`src/rtl/alarm_stat_pkg.sv`:
```
package alarm_stat_pkg;
  localparam int ALARM_N = 5;
  localparam int EVENT_N = 2;
  localparam int STAT_W  = ALARM_N + EVENT_N;
  localparam int IDLE_BIT = 4;

  typedef enum logic [1:0] {
    SEL_NONE = 2'd0,
    SEL_STAT = 2'd1,
    SEL_MASK = 2'd2
  } rdSel_e;

  typedef struct packed {
    logic   statRead;
    logic   maskWrite;
    logic   rdStrobe;
    rdSel_e rdSel;
  } busStrobe_t;
endpackage

```
`src/rtl/alarm_bit_cell.sv`:
```
module alarm_bit_cell (
  input  logic clk,
  input  logic rstN,
  input  logic setIn,
  input  logic chgIn,
  input  logic clrRd,
  input  logic forceOff,
  output logic statQ,
  output logic pendQ
);
  always_ff @(posedge clk) begin
    if (!rstN) begin
      statQ <= 1'b0;
      pendQ <= 1'b0;
    end else begin
      if (forceOff)   statQ <= 1'b0;
      else if (setIn) statQ <= 1'b1;
      else if (clrRd) statQ <= 1'b0;

      if (forceOff)   pendQ <= 1'b0;
      else if (chgIn) pendQ <= 1'b1;
      else if (clrRd) pendQ <= 1'b0;
    end
  end
endmodule

```
`src/rtl/alarm_stat_ctrl.sv`:
```
module alarm_stat_ctrl
  import alarm_stat_pkg::*;
#(
  parameter int ADDR_W = 8,
  parameter logic [ADDR_W-1:0] STAT_ADDR = 8'h12,
  parameter logic [ADDR_W-1:0] MASK_ADDR = 8'h13
) (
  input  logic [ADDR_W-1:0] addr,
  input  logic              rdEn,
  input  logic              wrEn,
  output busStrobe_t        strobe
);
  logic hitStat;
  logic hitMask;

  assign hitStat = (addr == STAT_ADDR);
  assign hitMask = (addr == MASK_ADDR);

  always_comb begin
    strobe.statRead  = rdEn & hitStat;
    strobe.maskWrite = wrEn & hitMask;
    strobe.rdStrobe  = rdEn;
    if (hitStat)      strobe.rdSel = SEL_STAT;
    else if (hitMask) strobe.rdSel = SEL_MASK;
    else              strobe.rdSel = SEL_NONE;
  end
endmodule

```
`src/rtl/alarm_stat_dp.sv`:
```
module alarm_stat_dp
  import alarm_stat_pkg::*;
#(
  parameter int DATA_W = 16
) (
  input  logic               clk,
  input  logic               rstN,
  input  busStrobe_t         strobe,
  input  logic [DATA_W-1:0]  wrData,
  input  logic [ALARM_N-1:0] almCond,
  input  logic               txSof,
  input  logic               rxSof,
  input  logic               e3Mode,
  input  logic               masterEn,
  output logic [DATA_W-1:0]  rdData,
  output logic               irq
);
  logic [ALARM_N-1:0] condQ;
  logic [ALARM_N-1:0] condPrevQ;
  logic [EVENT_N-1:0] evIn;
  logic [STAT_W-1:0]  statVec;
  logic [STAT_W-1:0]  pendVec;
  logic [STAT_W-1:0]  maskQ;
  logic [DATA_W-1:0]  rdNext;

  assign evIn = {rxSof, txSof};

  always_ff @(posedge clk) begin
    if (!rstN) begin
      condQ     <= '0;
      condPrevQ <= '0;
    end else begin
      condQ     <= almCond;
      condPrevQ <= condQ;
    end
  end

  for (genvar i = 0; i < STAT_W; i++) begin : g_bit
    logic setI;
    logic chgI;
    logic offI;
    if (i < ALARM_N) begin : g_alarm
      assign setI = condQ[i];
      assign chgI = condQ[i] ^ condPrevQ[i];
    end else begin : g_event
      assign setI = evIn[i-ALARM_N];
      assign chgI = evIn[i-ALARM_N];
    end
    if (i == IDLE_BIT) begin : g_idle
      assign offI = e3Mode;
    end else begin : g_norm
      assign offI = 1'b0;
    end
    alarm_bit_cell u_cell (
      .clk      (clk),
      .rstN     (rstN),
      .setIn    (setI),
      .chgIn    (chgI),
      .clrRd    (strobe.statRead),
      .forceOff (offI),
      .statQ    (statVec[i]),
      .pendQ    (pendVec[i])
    );
  end

  always_ff @(posedge clk) begin
    if (!rstN)                 maskQ <= '0;
    else if (strobe.maskWrite) maskQ <= wrData[STAT_W-1:0];
  end

  always_comb begin
    rdNext = '0;
    case (strobe.rdSel)
      SEL_STAT: rdNext[STAT_W-1:0] = statVec;
      SEL_MASK: rdNext[STAT_W-1:0] = maskQ;
      default:  rdNext = '0;
    endcase
  end

  always_ff @(posedge clk) begin
    if (!rstN)                rdData <= '0;
    else if (strobe.rdStrobe) rdData <= rdNext;
  end

  assign irq = masterEn & (|(pendVec & maskQ));
endmodule

```
`src/rtl/alarm_stat_irq.sv`:
```
module alarm_stat_irq
  import alarm_stat_pkg::*;
#(
  parameter int ADDR_W = 8,
  parameter int DATA_W = 16,
  parameter logic [ADDR_W-1:0] STAT_ADDR = 8'h12,
  parameter logic [ADDR_W-1:0] MASK_ADDR = 8'h13
) (
  input  logic               clk,
  input  logic               rstN,
  input  logic [ADDR_W-1:0]  addr,
  input  logic               rdEn,
  input  logic               wrEn,
  input  logic [DATA_W-1:0]  wrData,
  output logic [DATA_W-1:0]  rdData,
  input  logic [ALARM_N-1:0] almCond,
  input  logic               txSof,
  input  logic               rxSof,
  input  logic               e3Mode,
  input  logic               masterEn,
  output logic               irq
);
  busStrobe_t strobe;

  alarm_stat_ctrl #(
    .ADDR_W    (ADDR_W),
    .STAT_ADDR (STAT_ADDR),
    .MASK_ADDR (MASK_ADDR)
  ) u_ctrl (
    .addr   (addr),
    .rdEn   (rdEn),
    .wrEn   (wrEn),
    .strobe (strobe)
  );

  alarm_stat_dp #(
    .DATA_W (DATA_W)
  ) u_dp (
    .clk      (clk),
    .rstN     (rstN),
    .strobe   (strobe),
    .wrData   (wrData),
    .almCond  (almCond),
    .txSof    (txSof),
    .rxSof    (rxSof),
    .e3Mode   (e3Mode),
    .masterEn (masterEn),
    .rdData   (rdData),
    .irq      (irq)
  );
endmodule

```
`config.mk`:
```
export PLATFORM = sky130hd
export DESIGN_NAME = alarm_stat_irq
export DESIGN_NICKNAME = d
export VERILOG_FILES = /design/src/rtl/alarm_stat_pkg.sv /design/src/rtl/alarm_bit_cell.sv /design/src/rtl/alarm_stat_ctrl.sv /design/src/rtl/alarm_stat_dp.sv /design/src/rtl/alarm_stat_irq.sv
export SDC_FILE = /design/constraint.sdc
export NUM_CORES = 1
export LEC_CHECK = 0
export BUFFER_PORTS_ARGS = -buffer_cell sky130_fd_sc_hd__buf_4
export CORE_ASPECT_RATIO = 0.5
export CORE_MARGIN = 1.5
export CORE_UTILIZATION = 45
export DETAILED_ROUTE_END_ITERATION = 12
export GPL_TIMING_DRIVEN = 0
export PLACE_DENSITY = 0.74
export SLEW_MARGIN = 20
export SYNTH_ARGS = -nofsm -noshare
export SYNTH_HDL_FRONTEND = slang
export SYNTH_SLANG_ARGS = --single-unit
```
`constraint.sdc`:
```
create_clock -name clk -period 2.3 [get_ports clk]
set_clock_uncertainty 0.1 [all_clocks]
set_input_delay 0.115 -clock clk [delete_from_list [all_inputs] [get_ports clk]]
set_output_delay 0.115 -clock clk [all_outputs]
set_load 0.05 [all_outputs]
```
After elaboration in Yosys (flattened, before gate mapping)
Index checks and enable logic that the tools add are counted.
W data, S select, Z words.
{ "word_totals": {"register_bits": 36, "input_bits": 37, "out_inout_bits": 17} }
{ "classes": {"eq_ne": 4, "mux": 16, "bitwise_logic": 10, "n_reduce_logical": 14} }
{ "op_table": {"columns": ["op", "n"], "rows": [
  ["$reduce_bool A2 Y1", 12],
  ["$eq A8 B5 Y1 const B", 2],
  ["$pmux W7 S2", 1],
  ["$mux W1", 13],
  ["$and A7 B7 Y7", 1],
  ["$reduce_or A7 Y1", 1],
  ["$xor A1 B1 Y1", 5],
  ["$mux W2", 2],
  ["$and A1 B1 Y1", 3],
  ["$eq A2 B1 Y1 const B", 1],
  ["$eq A2 B2 Y1 const B", 1],
  ["$reduce_or A2 Y1", 1],
  ["$not A1 Y1", 1]
]} }

Logic depth before layout (Yosys ltp)
{ "depth": {"depth_word": 5, "ltp_mapped": 5, "depth_no_buf": 3} }

By module
From an unflattened synthesis, not the netlist that was laid out.
{ "unflattened": {"cells_unflattened": 181, "hier_area_um2": 1714.1} }
{ "by_module_without_submodules": {"columns": ["module", "n_inst", "cells_per_inst", "area_per_inst_um2"], "rows": [
  ["alarm_stat_dp", 1, 106, 1054.8],
  ["alarm_bit_cell", 7, 9, 82.6],
  ["alarm_stat_ctrl", 1, 12, 81.3]
]} }

Worst setup path after synthesis
Ideal clock, no wire load.
{ "synth_path": {"kind": "register -> output", "from": "register u_dp.maskQ[0]", "to": "output irq", "arrival_time_ns": 1.313, "required_time_ns": 2.085, "setup_slack_ns": 0.772, "stages_incl_launch_ff": 3, "n_path_buf": 0, "path_cell_list": "dfxtp_1 -> a222oi_1 -> a31oi_1"} }
{ "synth_between": {"elab_chain_cells": 3} }
{ "synth_rtl": {"columns": ["element", "line", "rtl"], "rows": [
  ["from (decl)", "alarm_stat_dp.sv:23", "logic [STAT_W-1:0] maskQ;"],
  ["from (signal assigned)", "alarm_stat_dp.sv:68", "else if (strobe.maskWrite) maskQ <= wrData[STAT_W-1:0];"],
  ["$and A7 B7 Y7", "alarm_stat_dp.sv:85", "assign irq = masterEn & (|(pendVec & maskQ));"],
  ["$reduce_or A7 Y1", "alarm_stat_dp.sv:85", null],
  ["$and A1 B1 Y1", "alarm_stat_dp.sv:85", null],
  ["to (decl)", "alarm_stat_irq.sv:21", "output logic irq"]
]} }
Every way passes these cells.

Final worst setup path
Same ends and word-level chain as after synthesis.

==> results.json <==
{
  "status": "finished with violations",
  "violations": "design-rule violations, negative hold slack",
  "min_period_over_period": 0.657,
  "drt_iter0_markers": 93,
  "ys_warn_count": 0,
  "utilization": 0.667,
  "worstMarginPinSlew_ps": 508,
  "synth-seq-cells": 36,
  "use_met3": 0.0560,
  "comb_power_share": 0.126,
  "via_per_inst": 4.88,
  "hold_viol_final": 1,
  "grt_use_met2": 0.299,
  "io_buffers": 34,
  "fin_crit_ps": 1510,
  "cp.arrival_ps": 1300,
  "cts.clk_slew.worst_paths_ps": 70,
  "hold_class": "primary input to flop",
  "overflow": 0,
  "final_nets": 263,
  "placed_cells": 247,
  "swShare": 0.249,
  "final_cell_area_um2": 2080,
  "io_pins": 54,
  "core_um2": 3120,
  "start_util": 0.491,
  "synth_cell_type_count": 27,
  "crit_path_end_kind": "output port",
  "cts_setup_buffers": 0,
  "power.leakage_nw": 0.934,
  "worst-path-max-fanout": 3,
  "hold_slack_ps": -0.661,
  "htreeDepth": 2,
  "grt_pass1_wl_mm": 5.46,
  "clk_latency_ps": 280,
  "fin_tns_setup_ps": 0,
  "yosysTopAreaCellShare": 0.471,
  "dr.pass1.iters": 8,
  "timing.final.max_slew_violations": 0,
  "fin_ws_ps": 788,
  "synthCells": 165,
  "cts_tree": "yes",
  "drive_above_1_share": 0.269,
  "min_from": "wrData[2]",
  "internal_power_mw": 0.970,
  "avgRoutedWirePerCell_um": 12.4,
  "clkPwrFrac": 0.359,
  "pre_cts_ws_ps": 976,
  "seqPwrFrac": 0.514,
  "synth_area_per_cell_um2": 9.28,
  "finalWirelength_mm": 3.31,
  "die_h_um": 44.3,
  "clock-root-buffer": "clkbuf_8",
  "cts_hold_buf": 12,
  "grt_max_degree": 12,
  "synth_seq_area_share": 0.471,
  "post_cts_resized": 0,
  "crit_path_start_kind": "flop",
  "syn_area_um2": 1530,
  "setup_viol": 0,
  "antenna-diode-count": 0,
  "fp-row-count": 14,
  "grt_use_met1": 0.258,
  "die-area_um2": 3780,
  "clock_path_buffers": 2,
  "design_power_total_mw": 1.29,
  "slew_headroom": 0.661,
  "r2r_start": "u_dp.condQ[2]",
  "power_density_nw_per_um2": 620,
  "synth.area.top_cells": "dfxtp_1 (47%), nand2_1 (6.1%), mux2i_1 (4.6%), buf_4 (4.4%), and2_1 (4.1%)",
  "antenna_found_initial": 0,
  "p_sw_mw": 0.321,
  "crit_type": "flop to output port",
  "drv_cap": 0,
  "final_common_cell": "buf_4",
  "area.growth.synth_to_final_pct": 35.9,
  "via_count": 1304,
  "grt.busiest_layer": "met2",
  "ant_nets": 0,
  "fin_cells": 267,
  "drc": 4,
  "grt_usage": 0.192,
  "fmax_ghz": 0.661,
  "critPathLaunch": "u_dp.maskQ[0]",
  "synth_top_cell_by_area": "dfxtp_1",
  "place_hpwl_mm": 2.38,
  "mostFrequentLayoutCells": "buf_4 (43), dfxtp_1 (36), nand2_1 (25), dlygate4sd3_1 (12), and2_1 (10)",
  "peakVddDrop_v": 0.000340,
  "die_w_um": 85.5,
  "nFillCells": 273,
  "worstPathRequired_ps": 2090,
  "first_global_vias": 1205,
  "gp_congestion": 0.769,
  "dpl-instance-area_um2": 1870,
  "rsz0062_at_grt": "no",
  "cts_sinks": 36,
  "numCtsBuffers": 5
}
## per-layer routing
| layer | up-vias | share of wire |
|---|---|---|
| met5 | - | 0 |
| met4 | 0 | 0.011 |
| met3 | 5 | 0.062 |
| met2 | 41 | 0.43 |
| met1 | 592 | 0.50 |
| li1 | 666 | - |
## cells in the mapped netlist (all sizes together)
cell type,number
and3b,1
nor3b,1
o21ai,8
mux2i,7
buf,14
nor4b,1
conb,1
inv,8
clkbuf,3
a31oi,1
a21oi,8
and4bb,1
nor2b,3
nand2,25
a222oi,1
o21bai,4
nor2,8
o211ai,7
and2,11
nand4,9
a22oi,2
dfxtp,36
xor2,5
## registers in the layout (all words and copies together) (netlist names)
register                 flops
u_dp.maskQ                   7
u_dp.g_bit.u_cell.statQ      5
u_dp.condQ                   5
u_dp.condPrevQ               5
u_dp.rdData                  7
u_dp.g_bit.u_cell.pendQ      7
## power by group through the flow
stage          Sequential [mW]  Combinational [mW]  Clock, mW
2_1_floorplan            0.672              0.0975          0
3_3_place_gp             0.677               0.143          0
3_5_place_dp             0.677               0.146          0
4_1_cts                  0.663               0.162      0.469
5_1_grt                  0.666               0.177      0.502
6_report                 0.664               0.163      0.464
## worst max-delay path: stages (launching register included)
cell and delay (ps):
dfxtp_1 340, a222oi_1 330, a31oi_1 140, buf_4 200
## area by class of cell
class | instances | area [um2] | area share
plain buffers | 17 | 116 | 0.0559
clock buffers | 7 | 86.3 | 0.0415
clock inverters | 1 | 7.51 | 0.00361
inverters | 8 | 30.0 | 0.0144
multi-input cells | 112 | 694 | 0.334
flip-flops and latches | 36 | 721 | 0.346
well taps | 40 | 50.0 | 0.0241
repair buffers | 46 | 375 | 0.180
## kinds of logic (layout without fill, tap and decap cells)
family,after synthesis,count (layout),synth area share
and+or+nand+nor,60,60,0.230
AOI/OAI and AO/OA,31,31,0.127
other,1,9,0.00245
buffers and inverters,25,79,0.0956
muxes,7,7,0.0458
DFF,36,36,0.471
xor gates and xnor gates,5,5,0.0286
## path summary, 6_finish.rpt
kind | end | slack, ps | cells after the start
worst max register to register | u_dp.g_bit[2].u_cell.pendQ | 1350 | 3
worst min register to register | u_dp.g_bit[1].u_cell.statQ | 370 | 2
worst max-delay path | irq | 790 | 3
worst min-delay path | u_dp.maskQ[2] | -0.7 | 3
Note: power is estimated with default switching activity, not from simulation.
